### src/rtl/s12_attr_pkg.sv
package s12_attr_pkg;
  localparam int ATTR_W = 8;
  localparam int NIB_W  = 4;
  localparam int NIBS   = ATTR_W / NIB_W;
  localparam int CODE_W = 4;
  localparam int SH_W   = 2;

  typedef enum logic [1:0] {
    CAT_DEV = 2'b00,
    CAT_NC  = 2'b01,
    CAT_WT  = 2'b10,
    CAT_WB  = 2'b11
  } cat_e;

  localparam logic [SH_W-1:0] SH_NON = 2'b00;
  localparam logic [SH_W-1:0] SH_RSV = 2'b01;
  localparam logic [SH_W-1:0] SH_OUT = 2'b10;
  localparam logic [SH_W-1:0] SH_INN = 2'b11;

  localparam logic [ATTR_W-1:0] ATTR_NCNC   = 8'h44;
  localparam logic [ATTR_W-1:0] ATTR_WBWB   = 8'hCC;
  localparam logic [ATTR_W-1:0] ATTR_WBRAWA = 8'hFF;

  function automatic logic is_dev(input logic [ATTR_W-1:0] a);
    return a[ATTR_W-1 -: NIB_W] == '0;
  endfunction
endpackage

### src/rtl/s2_attr_expand.sv
module s2_attr_expand
  import s12_attr_pkg::*;
(
  input  logic [CODE_W-1:0] code_i,
  output logic [ATTR_W-1:0] attr_o
);
  always_comb begin
    if (code_i[3:2] == 2'b00) begin
      attr_o = {{NIB_W{1'b0}}, code_i[1:0], 2'b00};
    end else if (code_i[1:0] == 2'b00) begin
      // 0100 is write-back both ways; 1000 and 1100 are reserved
      attr_o = (code_i[3:2] == 2'b01) ? ATTR_WBWB : ATTR_NCNC;
    end else begin
      attr_o = {code_i[3:2], 2'b00, code_i[1:0], 2'b00};
    end
  end
endmodule

### src/rtl/nibble_merge.sv
module nibble_merge
  import s12_attr_pkg::*;
(
  input  logic [NIB_W-1:0] s1_nib_i,
  input  logic [NIB_W-1:0] s2_nib_i,
  output logic [NIB_W-1:0] nib_o
);
  logic             transient;
  logic [NIB_W-1:0] promo;
  cat_e             c1, c2, cat;

  assign transient = ~s1_nib_i[3] & (s1_nib_i[1:0] != 2'b00);
  assign promo     = transient ? {1'b1, s1_nib_i[2:0]} : s1_nib_i;
  assign c1        = cat_e'(promo[3:2]);
  assign c2        = cat_e'(s2_nib_i[3:2]);

  always_comb begin
    if (c1 == CAT_NC || c2 == CAT_NC) begin
      cat   = CAT_NC;
      nib_o = {CAT_NC, 2'b00};
    end else begin
      cat   = (c1 == CAT_WT || c2 == CAT_WT) ? CAT_WT : CAT_WB;
      nib_o = {cat, promo[1:0]};
    end
  end
endmodule

### src/rtl/fwb_attr_map.sv
module fwb_attr_map
  import s12_attr_pkg::*;
(
  input  logic [CODE_W-1:0] code_i,
  input  logic [ATTR_W-1:0] s1_attr_i,
  output logic [ATTR_W-1:0] attr_o
);
  always_comb begin
    unique case (code_i)
      4'b0101:                   attr_o = is_dev(s1_attr_i) ? s1_attr_i : ATTR_NCNC;
      4'b0110, 4'b1110:          attr_o = ATTR_WBRAWA;
      4'b0111, 4'b1111,
      4'b0100, 4'b1100, 4'b1101: attr_o = s1_attr_i;
      default:                   attr_o = {{NIB_W{1'b0}}, code_i[1:0], 2'b00};
    endcase
  end
endmodule

### src/rtl/sh_merge.sv
module sh_merge
  import s12_attr_pkg::*;
(
  input  logic [ATTR_W-1:0] attr_i,
  input  logic [SH_W-1:0]   s1_sh_i,
  input  logic [SH_W-1:0]   s2_raw_i,
  output logic [SH_W-1:0]   sh_o
);
  logic [SH_W-1:0] s2_eff;

  always_comb begin
    if (is_dev(attr_i) || attr_i == ATTR_NCNC) s2_eff = SH_OUT;
    else if (s2_raw_i == SH_RSV)               s2_eff = SH_NON;
    else                                       s2_eff = s2_raw_i;

    if (s1_sh_i == SH_OUT || s2_eff == SH_OUT)      sh_o = SH_OUT;
    else if (s1_sh_i == SH_INN || s2_eff == SH_INN) sh_o = SH_INN;
    else                                            sh_o = SH_NON;
  end
endmodule

### src/rtl/s12_attr_merge.sv
module s12_attr_merge
  import s12_attr_pkg::*;
(
  input  logic              clk_i,
  input  logic              rst_ni,
  input  logic              in_valid_i,
  input  logic [ATTR_W-1:0] s1_attr_i,
  input  logic [SH_W-1:0]   s1_sh_i,
  input  logic [CODE_W-1:0] s2_mattr_i,
  input  logic [SH_W-1:0]   s2_sh_i,
  input  logic              fwb_mode_i,
  input  logic              cache_dis_i,
  output logic              out_valid_o,
  output logic [ATTR_W-1:0] attr_o,
  output logic [SH_W-1:0]   sh_o
);
  logic [ATTR_W-1:0] s2_exp, mem_attr, std_attr, fwb_attr, sel_attr, fin_attr;
  logic [SH_W-1:0]   fin_sh;

  s2_attr_expand u_exp (.code_i(s2_mattr_i), .attr_o(s2_exp));

  for (genvar g = 0; g < NIBS; g++) begin : g_nib
    nibble_merge u_nib (
      .s1_nib_i(s1_attr_i[g*NIB_W +: NIB_W]),
      .s2_nib_i(s2_exp[g*NIB_W +: NIB_W]),
      .nib_o   (mem_attr[g*NIB_W +: NIB_W])
    );
  end

  fwb_attr_map u_fwb (.code_i(s2_mattr_i), .s1_attr_i(s1_attr_i), .attr_o(fwb_attr));

  always_comb begin
    if (is_dev(s1_attr_i) || is_dev(s2_exp))
      std_attr = (s1_attr_i < s2_exp) ? s1_attr_i : s2_exp;
    else
      std_attr = mem_attr;
    sel_attr = fwb_mode_i ? fwb_attr : std_attr;
    fin_attr = (cache_dis_i && !is_dev(sel_attr)) ? ATTR_NCNC : sel_attr;
  end

  sh_merge u_sh (.attr_i(fin_attr), .s1_sh_i(s1_sh_i), .s2_raw_i(s2_sh_i), .sh_o(fin_sh));

  always_ff @(posedge clk_i or negedge rst_ni) begin
    if (!rst_ni) begin
      out_valid_o <= 1'b0;
      attr_o      <= '0;
      sh_o        <= '0;
    end else begin
      out_valid_o <= in_valid_i;
      if (in_valid_i) begin
        attr_o <= fin_attr;
        sh_o   <= fin_sh;
      end
    end
  end
endmodule

### config.mk
export PLATFORM = sky130hd
export DESIGN_NAME = s12_attr_merge
export DESIGN_NICKNAME = d
export VERILOG_FILES = /design/src/rtl/s12_attr_pkg.sv /design/src/rtl/s2_attr_expand.sv /design/src/rtl/nibble_merge.sv /design/src/rtl/fwb_attr_map.sv /design/src/rtl/sh_merge.sv /design/src/rtl/s12_attr_merge.sv
export SDC_FILE = /design/constraint.sdc
export NUM_CORES = 1
export LEC_CHECK = 0
export BUFFER_PORTS_ARGS = -buffer_cell sky130_fd_sc_hd__buf_2
export CORE_ASPECT_RATIO = 0.8
export CORE_MARGIN = 2
export CORE_UTILIZATION = 46
export CTS_CLUSTER_DIAMETER = 150
export DETAILED_ROUTE_END_ITERATION = 7
export PLACE_DENSITY = 0.73
export SLEW_MARGIN = 30
export SYNTH_ARGS = -nofsm -noshare
export SYNTH_HDL_FRONTEND = slang
export SYNTH_SLANG_ARGS = --single-unit
### constraint.sdc
create_clock -name clk_i -period 0.8 [get_ports clk_i]
set_input_delay 0.04 -clock clk_i [delete_from_list [all_inputs] [get_ports clk_i]]
set_output_delay 0.04 -clock clk_i [all_outputs]
set_load 0.02 [all_outputs]
==> out/metrics.cfg, run 1 <==
[logic_synthesis]
ys.flop_type = dfrtp_1
synth_xor_xnor_area_share_pct = 0
syn_area_mm2 = 0.00111
syn-num-nets = 163
synth_top_family_by_area = compound AO/OA/AOI/OAI gates
synth_compound_area_share_pct = 41.4
synth_edf_count = 0
ys.warnings.count = 0
synth.avg_cell_area_um2 = 8.02
synth_fa_ha_area_share_pct = 3.37
seq_area_frac_synth_pct = 24.7
ys_types = 50
synth-simple-area-share_pct = 20.3
synthMuxAreaShare_pct = 4.38
ys_async_sr_fraction_pct = 100
ys_seq_elements = 11
synthCells = 139

[die]
num_rows = 15
io_pins = 32
die_h_um = 48.0
die_x_um = 59.0
initial_core_util_pct = 49.9

[placed_design]
post-place-ws_ps = -1540
numPortBuffers = 31
dp_hpwl_um = 3400
gp_congestion = 0.985

[grt]
track_usage_pct = 62.8
overflow = 9
grt_max_degree = 16

[cts]
cts-root-buf = clkbuf_4
cts_inserted_buffers = 3
cts-htree-levels = 1
cts_buffer_depth = 2
clock-sinks = 11

[status]
failing_step = global routing (5_1_grt)
status = stopped before the end
firstError = [ERROR GRT-0232] Routing congestion too high. Check the congestion heatmap in the GUI.

[timing]
worst_endpoint = sh_o[0]$_DFFE_PN0P_/D
worstEndpointType = register input

per-stage QoR:
| stage | setup TNS (ps) | utilization, % | std cells | area [um^2] |
|---|---|---|---|---|
| 2_1_floorplan | -11640 | - | 139 | 1250 |
| 3_3_place_gp | -13820 | 79.2 | 243 | 1770 |
| 3_5_place_dp | -14440 | 79.2 | 243 | 1770 |
| 4_1_cts | -10410 | 93.0 | 263 | 2080 |
metal layers:
| layer | global-route usage [%] | GRT overflow |
|---|---|---|
| met5 | 5.36 | 0 |
| met4 | 69.5 | 5 |
| met3 | 37.6 | 0 |
| met2 | 87.6 | 4 |
| met1 | 62.6 | 0 |
cells by family after synthesis:
| kind of cell | after synthesis |
|---|---|
| adder cells (fa/ha/maj) | 3 |
| AO/OA/AOI/OAI | 63 |
| flip-flops | 11 |
| buffers and inverters | 17 |
| AND/OR/NAND/NOR | 41 |
| multiplexers | 4 |
synthesized netlist by cell type (4+ instances only):
master / number / share of area [%]
a31oi_1: 4 / 2.2
inv_1: 9 / 3.0
nor2_1: 10 / 3.4
nand2_1: 7 / 2.4
o21ai_0: 9 / 4.0
clkbuf_1: 6 / 2.0
nor3_1: 5 / 2.2
a21oi_1: 17 / 7.6
dfrtp_1: 11 / 25
what timing repair did:
item | CTS
pin swaps | 18
setup endpoints to repair | 21
hold buffers | 1
resized for setup | 40
hold endpoints to repair | 11
setup buffers | 16
==> run 2: changes to the inputs <==
CORE_AREA = 2 2 63 65   (was unset)
CORE_ASPECT_RATIO = unset   (was 0.8)
CORE_MARGIN = unset   (was 2)
CORE_UTILIZATION = unset   (was 46)
CTS_CLUSTER_DIAMETER = unset   (was 150)
DIE_AREA = 0 0 65 67   (was unset)
PLACE_DENSITY = unset   (was 0.73)
PLACE_DENSITY_LB_ADDON = 0.15   (was unset)
clock period = 1.04 ns   (was 0.8 ns; I/O delays follow)
==> run 2 against run 1 <==
  * The flow now finishes, with violations (negative setup slack)
  * Synthesized area unchanged
  * Synthesized cell count stayed put
==> out/metrics.cfg, run 2 <==
[status]
status = finished with violations  ; was stopped before the end
violations = negative setup slack

[route]
ant_nets = 0
first_iter_violations = 58
first_pass_iters = 4
via_count = 1387
routedWlPerCell_um = 14.1
via_per_inst = 5.08
routed_wl_um = 3840
drcViolationCount = 0

[critical_path]
crit_type = input port to flop
critPathRequiredTime_ps = 1180
cp.depth = 11
timing.rr.start = attr_o[7]
startpoint_type = input port
slowest_stage = mux2_4
rrSetupSlack_ps = 280
reg2regPathDepth = 1
cp_cell_sequence = buf_8 > nor2b_4 > a21o_1 > inv_2 > ha_4 > o221ai_4 > a211oi_4 > mux2_4 > a21oi_4 > a21oi_2 > o32ai_1
worstPathArrival_ps = 2110
startpoint = s2_mattr_i[3]
max_stage_delay_ps = 340
cp_top_family = compound AO/OA/AOI/OAI gates
cp_max_fo = 4
path_buf_inv = 2
crit_path_end_kind = flop

[cts]
clkTransAtPathRegs_ps = 50
cts_buffer_depth = 2  ; unchanged
cts_tree = built
clk_latency_ps = 230
clock-sinks = 11  ; unchanged
cts-htree-levels = 1  ; unchanged
cts_inserted_buffers = 3  ; unchanged
cts-root-buf = clkbuf_8  ; was clkbuf_4

[logic_synthesis]
seq_area_frac_synth_pct = 24.7  ; unchanged
syn-num-nets = 163  ; unchanged
synth.avg_cell_area_um2 = 8.02  ; unchanged
ys.warnings.count = 0  ; unchanged
ys.flop_type = dfrtp_1  ; unchanged
synth_edf_count = 0  ; unchanged
synth.most_common_cell = a21oi_1  ; unchanged
ys_async_sr_fraction_pct = 100  ; unchanged
ys_seq_elements = 11  ; unchanged
syn_area_mm2 = 0.00111  ; unchanged
ys_types = 50  ; unchanged
yosys.area.top_type_share_pct = 24.7  ; unchanged
synthCells = 139  ; unchanged
yosysTopAreaCell = dfrtp_1  ; unchanged
yosys-top-cells-count = a21oi_1, dfrtp_1, nor2_1  ; unchanged
netlist_top_cells_area = dfrtp_1, a21oi_1, o21ai_0  ; unchanged

[min_path]
worstHoldStart = in_valid_i
whs_path_depth = 3
hold_path_class = input port to flop

[cells_and_area]
areaGrowthSynthToFinish_pct = 76.3
final_cell_mix = buf_4, buf_2, dfrtp_1
reg.largest.list = attr_o: 8 flops, sh_o: 2 flops, out_valid_o: 1 flops
multi_input_area_um2 = 915
layout_commonest_cell = buf_4
fill_cells = 352
largest_reg_flops = 8
antenna-diode-count = 0
seqCellArea_um2 = 275
nets = 250
final_cell_area_mm2 = 0.00197
postLayoutCoreUtil_pct = 54.5
drive_gt1_share_pct = 56.0
top_register = attr_o

[timing]
hold_viol_final = 0
finalClockSkew_ps = 0
worst_slack_ps = -927
min_period_ps = 1970
tightest_slew_ps = 338
slew_headroom_pct = 77.2
setup_viol = 10
finalCritPeriodShare_pct = 189
fmax_mhz = 508
final_max_slew_viol_count = 0
rsz0062_at_grt = true

[power]
net-switching-power_mw = 0.648
p_leak_nw = 0.888
swShare_pct = 35.2
power_frac_seq_pct = 26.8
clkPwrFrac_pct = 23.4
power.density_mw_per_mm2 = 937
combPwrFrac_pct = 49.8
vdd_drop_max_v = 0.000604
intPower_mw = 1.19

[grt]
antenna_found_initial = 0
grt_pass1_wl_um = 6330
overflow = 0
grt_max_degree = 12
track_usage_pct = 18.8
grt_pass1_vias = 1413

[die]
io_pins = 32  ; unchanged
initial_core_util_pct = 30.9  ; was 49.9%
die_area_mm2 = 0.00436
die_h_um = 67  ; was 48.0 um
num_rows = 22  ; was 15
die_x_um = 65  ; was 59.0 um
coreArea_mm2 = 0.00361

[placed_design]
numPortBuffers = 31  ; unchanged
dp_hpwl_um = 3130  ; was 3400 um
gp_congestion = 0.871  ; was 0.985
placedInstanceArea_mm2 = 0.00176  ; was 0.00177 mm^2

[flow_run]
cap_viol_max_count = 0

## run 2: cell counts after synthesis
No cell type changed its count.
## run 2: kinds of logic (layout without fill, tap and decap cells)
logic type	Yosys count	in the layout	synth area share [%]
compound gates	63	63	41.4
flops	11	11	24.7
mux	4	4	4.38
fa+ha+maj	3	3	3.37
simple gates	41	41	20.3
buf+inv	17	103	5.84
## run 2: power groups by stage
stage | registers [mW] | logic, mW | clock network [mW]
floorplan | 0.557 | 0.423 | 0
global placement | 0.500 | 0.811 | 0
detailed placement | 0.502 | 0.820 | 0
CTS | 0.495 | 0.864 | 0.437
global route | 0.499 | 0.993 | 0.466
finish | 0.493 | 0.917 | 0.431
## run 2: final cells by class
cell class	count	share of cell area, %
Sequential cell	11	14.0
Inverter	9	1.72
Multi-Input combinational cell	111	46.5
Clock buffer	4	2.29
Tap cell	48	3.06
Timing Repair Buffer	90	32.4
## run 2: worst paths after layout
check	end
max	sh_o[0]
max in group asynchronous	attr_o[0]
max reg2reg	attr_o[7]
min	attr_o[6]
min reg2reg	attr_o[2]
min in group asynchronous	sh_o[0]
## run 2: timing repair
action | 4_1_cts | 5_1_grt
gates resized for setup | 9 | 13
buffers inserted | 3 | 4
endpoints found under the hold margin | 11 | 0
endpoints found under the setup margin | 10 | 10
hold buffers | 1 | 0
pin swaps | 8 | 20
## run 2: stage by stage
stage                     worst slack [ps]  hold WS (ps)  setup TNS [ps]  instances  power [mW]
after global placement               -1240         -76.2          -11540        261        1.31
after CTS                             -932           132           -8730        269        1.80
final                                 -927           134           -8180        273        1.84
after detailed placement             -1270         -63.8          -11870        261        1.32
after global routing                 -1010           147           -9150        273        1.96
after floorplan                      -1030          -244           -9360        139       0.980
## run 2: metal layers
layer  vias up  part of all wire [%]  global-route usage (%)
met1       668                    46                    23.4
li1        696                     -                       -
met5         -                     0                       0
met4         0                  0.42                    1.86
met2        21                    51                    34.7
met3         2                   2.9                    3.72
## run 2: tightest hold or removal path: stages
cell     delay, ps
buf_2          140
nor2_1          90
a21oi_1         50
(Power assumes the default switching activity.)
==> run 3: changes to the inputs <==
RECOVER_POWER = 100   (was unset)
SLEW_MARGIN = 20   (was 30)
==> run 3 against run 2 <==
  * The flow still finishes with violations (negative setup slack)
  * Sequential power about the same
  * First-iteration DRC count shrank 3.4%
  * Critical path depth did not move
  * Non-clock buffer count unchanged
  * Worst setup slack barely moved
  * Routed wire length fell by 0.23%
  * Highest routed layer unchanged
  * Largest power group unchanged
  * Combinational power is 2% lower
  * Hold slack got worse by 2.7 ps
  * Clock skew unchanged
  * Fmax is essentially flat
==> out/metrics.cfg, run 3 (synthesis results as in run 2) <==
[die]
die_area_mm2 = 0.00436  ; unchanged
io_pins = 32  ; unchanged
die_h_um = 67  ; unchanged
coreArea_mm2 = 0.00361  ; unchanged
initial_core_util_pct = 30.9  ; unchanged
die_x_um = 65  ; unchanged
num_rows = 22  ; unchanged

[critical_path]
cp_max_fo = 4  ; unchanged
reg2regPathDepth = 1  ; unchanged
path_buf_inv = 2  ; unchanged
worstPathArrival_ps = 2110  ; about the same
rrSetupSlack_ps = 280  ; about the same
critPathRequiredTime_ps = 1180  ; about the same
startpoint_type = input port  ; unchanged
slowest_stage = mux2_4  ; unchanged
crit_path_end_kind = flop  ; unchanged
reg2reg_to = attr_o[7]  ; unchanged
startpoint = s2_mattr_i[3]  ; unchanged
cp_top_family = compound AO/OA/AOI/OAI gates  ; unchanged
crit_type = input port to flop  ; unchanged
max_stage_delay_ps = 340  ; about the same
timing.rr.start = attr_o[7]  ; unchanged
cp_cell_sequence = buf_8 > nor2b_4 > a21o_1 > inv_2 > ha_4 > o221ai_4 > a211oi_4 > mux2_4 > a21oi_4 > a21oi_2 > o32ai_1  ; unchanged

[timing]
finalCritPeriodShare_pct = 189  ; about the same
hold_viol_final = 0  ; unchanged
finalClockSkew_ps = 0  ; unchanged
final_max_slew_viol_count = 0  ; unchanged
fin_hold_ws_ps = 131  ; was 134 ps
fmax_mhz = 508  ; about the same
rsz0062_at_grt = true  ; unchanged
setup_viol = 10  ; unchanged
tightest_slew_ps = 605  ; was 338 ps
worst_slack_ps = -927  ; about the same
slew_headroom_pct = 59.7  ; was 77.2%
min_period_ps = 1970  ; about the same

[cells_and_area]
antenna-diode-count = 0  ; unchanged
largest_reg_flops = 8  ; unchanged
reg.largest.list = attr_o: 8 flops, sh_o: 2 flops, out_valid_o: 1 flops  ; unchanged
postLayoutCoreUtil_pct = 54.0  ; was 54.5%
layout_commonest_cell = buf_4  ; unchanged
final_cell_mix = buf_4, buf_2, clkbuf_1  ; was buf_4, buf_2, dfrtp_1
nets = 250  ; unchanged
areaGrowthSynthToFinish_pct = 74.6  ; was 76.3%
drive_gt1_share_pct = 50.2  ; was 56.0%
top_register = attr_o  ; unchanged

[min_path]
whs_path_depth = 3  ; unchanged
worstHoldEndpoint = attr_o[6]  ; unchanged
worstHoldStart = in_valid_i  ; unchanged
hold_path_class = input port to flop  ; unchanged

[cts]
cts-root-buf = clkbuf_8  ; unchanged
cts_tree = built  ; unchanged
clk_latency_ps = 230  ; about the same
clkTransAtPathRegs_ps = 50  ; about the same
cts_inserted_buffers = 3  ; unchanged
cts-htree-levels = 1  ; unchanged
clock-sinks = 11  ; unchanged
cts_buffer_depth = 2  ; unchanged

[power]
p_leak_nw = 0.848  ; was 0.888 nW
p_total_mw = 1.83  ; was 1.84 mW
vdd_drop_max_v = 0.000609  ; was 0.000604 V
power.density_mw_per_mm2 = 939  ; was 937 mW/mm^2

[status]
status = finished with violations  ; unchanged
violations = negative setup slack  ; unchanged

[route]
first_pass_iters = 4  ; unchanged
routed_wl_um = 3830  ; was 3840 um
first_iter_violations = 56  ; was 58
via_count = 1388  ; was 1387
drcViolationCount = 0  ; unchanged
ant_nets = 0  ; unchanged
routedWlPerCell_um = 14.0  ; was 14.1 um
via_per_inst = 5.08  ; about the same

[grt]
grt_pass1_vias = 1413  ; unchanged
track_usage_pct = 18.8  ; unchanged
overflow = 0  ; unchanged
grt_max_degree = 12  ; unchanged
grt_pass1_wl_um = 6330  ; unchanged
antenna_found_initial = 0  ; unchanged

[placed_design]
gp_congestion = 0.871  ; unchanged
numPortBuffers = 31  ; unchanged
post-place-ws_ps = -1270  ; unchanged
dp_hpwl_um = 3130  ; unchanged

[flow_run]
cap_viol_max_count = 0  ; unchanged

==> run 3: metrics by stage <==
step                      cell area (um^2)  cells  TNS, ps
after global routing                  1950    273    -9210
after detailed placement              1760    261   -11870
after global placement                1760    261   -11540
after CTS                             1880    269    -8730
after floorplan                       1250    139    -9360
final                                 1950    273    -8230
==> run 3: worst min-delay path, cell delays in order <==
cell and delay, ps:
buf_2 140, nor2_1 90, a21oi_1 50
==> run 3: cell type report <==
class,count,area [um^2]
sequential,11,275
inverter,9,33.8
clock buffer,4,45.0
multi-input combinational,111,915
tap,48,60.1
fill,355,1660
timing repair buffer,90,618
==> run 3: routing by layer <==
metal	routed length, um	global-route usage, %	vias up
met4	16	1.86	0
met5	0	0	-
li1	-	-	696
met3	113	3.72	2
met1	1750	23.4	669
met2	1960	34.7	21
==> run 3: worst max-delay path by stage <==
| stage | to | slack [ps] | cells after the start |
|---|---|---|---|
| 2_1_floorplan | attr_o[0] | -1030 | 11 |
| 3_3_place_gp | sh_o[0] | -1240 | 11 |
| 3_5_place_dp | sh_o[0] | -1270 | 11 |
| 4_1_cts | sh_o[0] | -930 | 11 |
| 5_1_grt | sh_o[0] | -1010 | 11 |
| 6_report | sh_o[0] | -930 | 11 |
==> run 3: where the power goes <==
| part | total, mW | internal (mW) | switching, mW |
|---|---|---|---|
| registers | 0.495 | 0.473 | 0.0222 |
| logic | 0.902 | 0.437 | 0.466 |
| clock network | 0.430 | 0.269 | 0.161 |
| total | 1.83 | 1.18 | 0.649 |
==> run 3: repair_timing <==
action / 4_1_cts / 5_1_grt
buffers inserted: 3 / 4
endpoints found under the setup margin: 10 / 10
hold buffers: 1 / 0
resized for setup: 9 / 13
endpoints found under the hold margin: 11 / 0
pin swaps: 8 / 20
==> run 4: changes to the inputs <==
SLEW_MARGIN = unset   (was 20)
clock period = 1.85 ns   (was 1.04 ns; I/O delays follow)
==> run 4 against run 3 <==
  * The run still ends with negative setup slack left
  * Largest cell class unchanged
  * Die area is the same
  * Highest routed layer unchanged
  * Sequential power is 44% lower
  * Design area is 3.9% lower
  * Largest power group unchanged
==> out/metrics.cfg, run 4 (synthesis results as in run 2) <==
[critical_path]
startpoint = s2_mattr_i[3]  ; unchanged
slowest_stage = a21boi_4  ; was mux2_4
cp_cell_sequence = buf_8 > nor2b_4 > a21o_1 > inv_2 > ha_4 > nor4_4 > a21boi_4 > buf_6 > a21oi_2 > o31a_1 > o211ai_2 > o21a_4 > a211oi_2  ; was buf_8 > nor2b_4 > a21o_1 > inv_2 > ha_4 > o221ai_4 > a211oi_4 > mux2_4 > a21oi_4 > a21oi_2 > o32ai_1
cp_top_family = compound AO/OA/AOI/OAI gates  ; unchanged
path_buf_inv = 3  ; was 2
crit_path_end_kind = flop  ; unchanged
startpoint_type = input port  ; unchanged
worstPathArrival_ps = 2140  ; was 2110 ps
reg2regPathDepth = 1  ; unchanged
crit_type = input port to flop  ; unchanged
cp.depth = 13  ; was 11
endpoint = attr_o[0]  ; was sh_o[0]
reg2reg_to = attr_o[7]  ; unchanged
critPathRequiredTime_ps = 1950  ; was 1180 ps
max_stage_delay_ps = 290  ; was 340 ps
cp_max_fo = 4  ; unchanged
rrSetupSlack_ps = 1090  ; was 280 ps
timing.rr.start = attr_o[7]  ; unchanged

[cts]
cts-root-buf = clkbuf_8  ; unchanged
cts_tree = built  ; unchanged
cts_inserted_buffers = 3  ; unchanged
cts_buffer_depth = 2  ; unchanged
cts-htree-levels = 1  ; unchanged
clk_latency_ps = 230  ; about the same
clock-sinks = 11  ; unchanged
clkTransAtPathRegs_ps = 50  ; about the same

[cells_and_area]
layout_commonest_cell = buf_4  ; unchanged
fill_cells = 354  ; was 355
final_cell_area_mm2 = 0.00187  ; was 0.00195 mm^2
reg.largest.list = attr_o: 8 flops, sh_o: 2 flops, out_valid_o: 1 flops  ; unchanged
final-instance-count-excl-fill = 260  ; was 273
largest_reg_flops = 8  ; unchanged
top_register = attr_o  ; unchanged
drive_gt1_share_pct = 52.4  ; was 50.2%
nets = 237  ; was 250
areaGrowthSynthToFinish_pct = 67.9  ; was 74.6%
antenna-diode-count = 0  ; unchanged
final_cell_mix = buf_4, buf_2, a21oi_1  ; was buf_4, buf_2, clkbuf_1

[grt]
grt_pass1_wl_um = 6130  ; was 6330 um
use_met1_pct = 24.1  ; was 23.4%
grt_pass1_vias = 1322  ; was 1413
busiest_layer = met2  ; unchanged
grt_max_degree = 20  ; was 12
overflow = 0  ; unchanged
antenna_found_initial = 0  ; unchanged
grtUsageMet2_pct = 31.6  ; was 34.7%
track_usage_pct = 18.2  ; was 18.8%
met3_usage_pct = 3.89  ; was 3.72%

[die]
die_h_um = 67  ; unchanged
coreArea_mm2 = 0.00361  ; unchanged
die_area_mm2 = 0.00436  ; unchanged
io_pins = 32  ; unchanged
num_rows = 22  ; unchanged
die_x_um = 65  ; unchanged
initial_core_util_pct = 30.9  ; unchanged

[power]
p_leak_nw = 0.827  ; was 0.848 nW
vdd_drop_max_v = 0.000285  ; was 0.000609 V
power.density_mw_per_mm2 = 540  ; was 939 mW/mm^2
p_total_mw = 1.01  ; was 1.83 mW

[placed_design]
placedInstanceArea_mm2 = 0.00163  ; was 0.00176 mm^2
dp_hpwl_um = 2920  ; was 3130 um
dpl.cell_count = 244  ; was 261
gp_congestion = 0.881  ; was 0.871
numPortBuffers = 31  ; unchanged
post-place-ws_ps = -535  ; was -1270 ps

[timing]
worst_slack_ps = -189  ; was -927 ps
final_max_slew_viol_count = 0  ; unchanged
finalClockSkew_ps = 0  ; unchanged
finalCritPeriodShare_pct = 110
fmax_mhz = 490
setup_viol = 8  ; was 10
hold_viol_final = 0  ; unchanged
slew_headroom_pct = 75.9  ; was 59.7%
tightest_slew_ps = 358  ; was 605 ps
rsz0062_at_grt = true  ; unchanged
min_period_ps = 2040
tns_ps = -1280  ; was -8230 ps

[flow_run]
cap_viol_max_count = 0  ; unchanged

[route]
ant_nets = 0  ; unchanged
first_pass_iters = 4  ; unchanged
via_per_inst = 5.25  ; was 5.08
routedWlPerCell_um = 14.5  ; was 14.0 um
first_iter_violations = 67  ; was 56
routed_wl_um = 3770  ; was 3830 um
via_count = 1364  ; was 1388
drcViolationCount = 0  ; unchanged

[status]
violations = negative setup slack  ; unchanged
status = finished with violations  ; unchanged

[min_path]
hold_path_class = input port to flop  ; unchanged

[run 4: cell types whose count changed in the layout (fill, tap and decap cells not counted)]
cell,previous run,this run
o21ai_2,2,1
buf_6,3,6
a21oi_1,10,12
buf_4,56,42
a21oi_2,6,4
o21ai_4,0,1
buf_2,15,27
buf_8,2,1
o21ai_1,0,1
clkbuf_1,14,1
o21ai_0,8,7
[run 4: timing repair]
item                       4_1_cts  5_1_grt
hold endpoints to repair        11        0
pin swaps                       10        5
gates resized for setup         20        3
setup buffers                   11        2
hold buffers                     1        0
setup endpoints to repair       10       10
[run 4: power breakdown]
group          leakage [nW]  total [mW]  switching [mW]  internal (mW)
clock                0.0228       0.239          0.0881          0.151
sequential            0.132       0.278          0.0119          0.266
combinational         0.672       0.493           0.259          0.234
total                 0.827        1.01           0.359          0.651
[run 4: area by class of cell]
| type | count | area [um^2] | share of cell area (%) |
|---|---|---|---|
| multi-input combinational | 111 | 915 | 48.9 |
| timing repair buffer | 77 | 543 | 29.0 |
| sequential | 11 | 275 | 14.7 |
| tap | 48 | 60.1 | 3.21 |
| clock buffer | 4 | 45.0 | 2.41 |
| inverter | 9 | 33.8 | 1.80 |
[run 4: per-stage QoR]
stage                     hold slack [ps]  util [%]
after CTS                             169      51.5
final                                 177      51.9
after detailed placement            -17.2      45.2
after floorplan                      -203         -
after global routing                  183      51.9
after global placement              -34.2      45.2
[run 4: worst min-delay path by stage]
stage / depth (start not counted) / start / end
2_1_floorplan: 0 / rst_ni / attr_o[0]
3_3_place_gp: 1 / rst_ni / sh_o[0]
3_5_place_dp: 1 / rst_ni / sh_o[0]
4_1_cts: 1 / in_valid_i / out_valid_o
5_1_grt: 1 / in_valid_i / out_valid_o
6_report: 1 / in_valid_i / out_valid_o
[run 4: per-layer routing]
| layer | vias up | routed length (um) | part of all wire [%] |
|---|---|---|---|
| met1 | 647 | 1590 | 42 |
| met4 | 0 | 9 | 0.24 |
| met3 | 2 | 255 | 6.8 |
| met2 | 47 | 1920 | 51 |
| met5 | - | 0 | 0 |
| li1 | 668 | - | - |
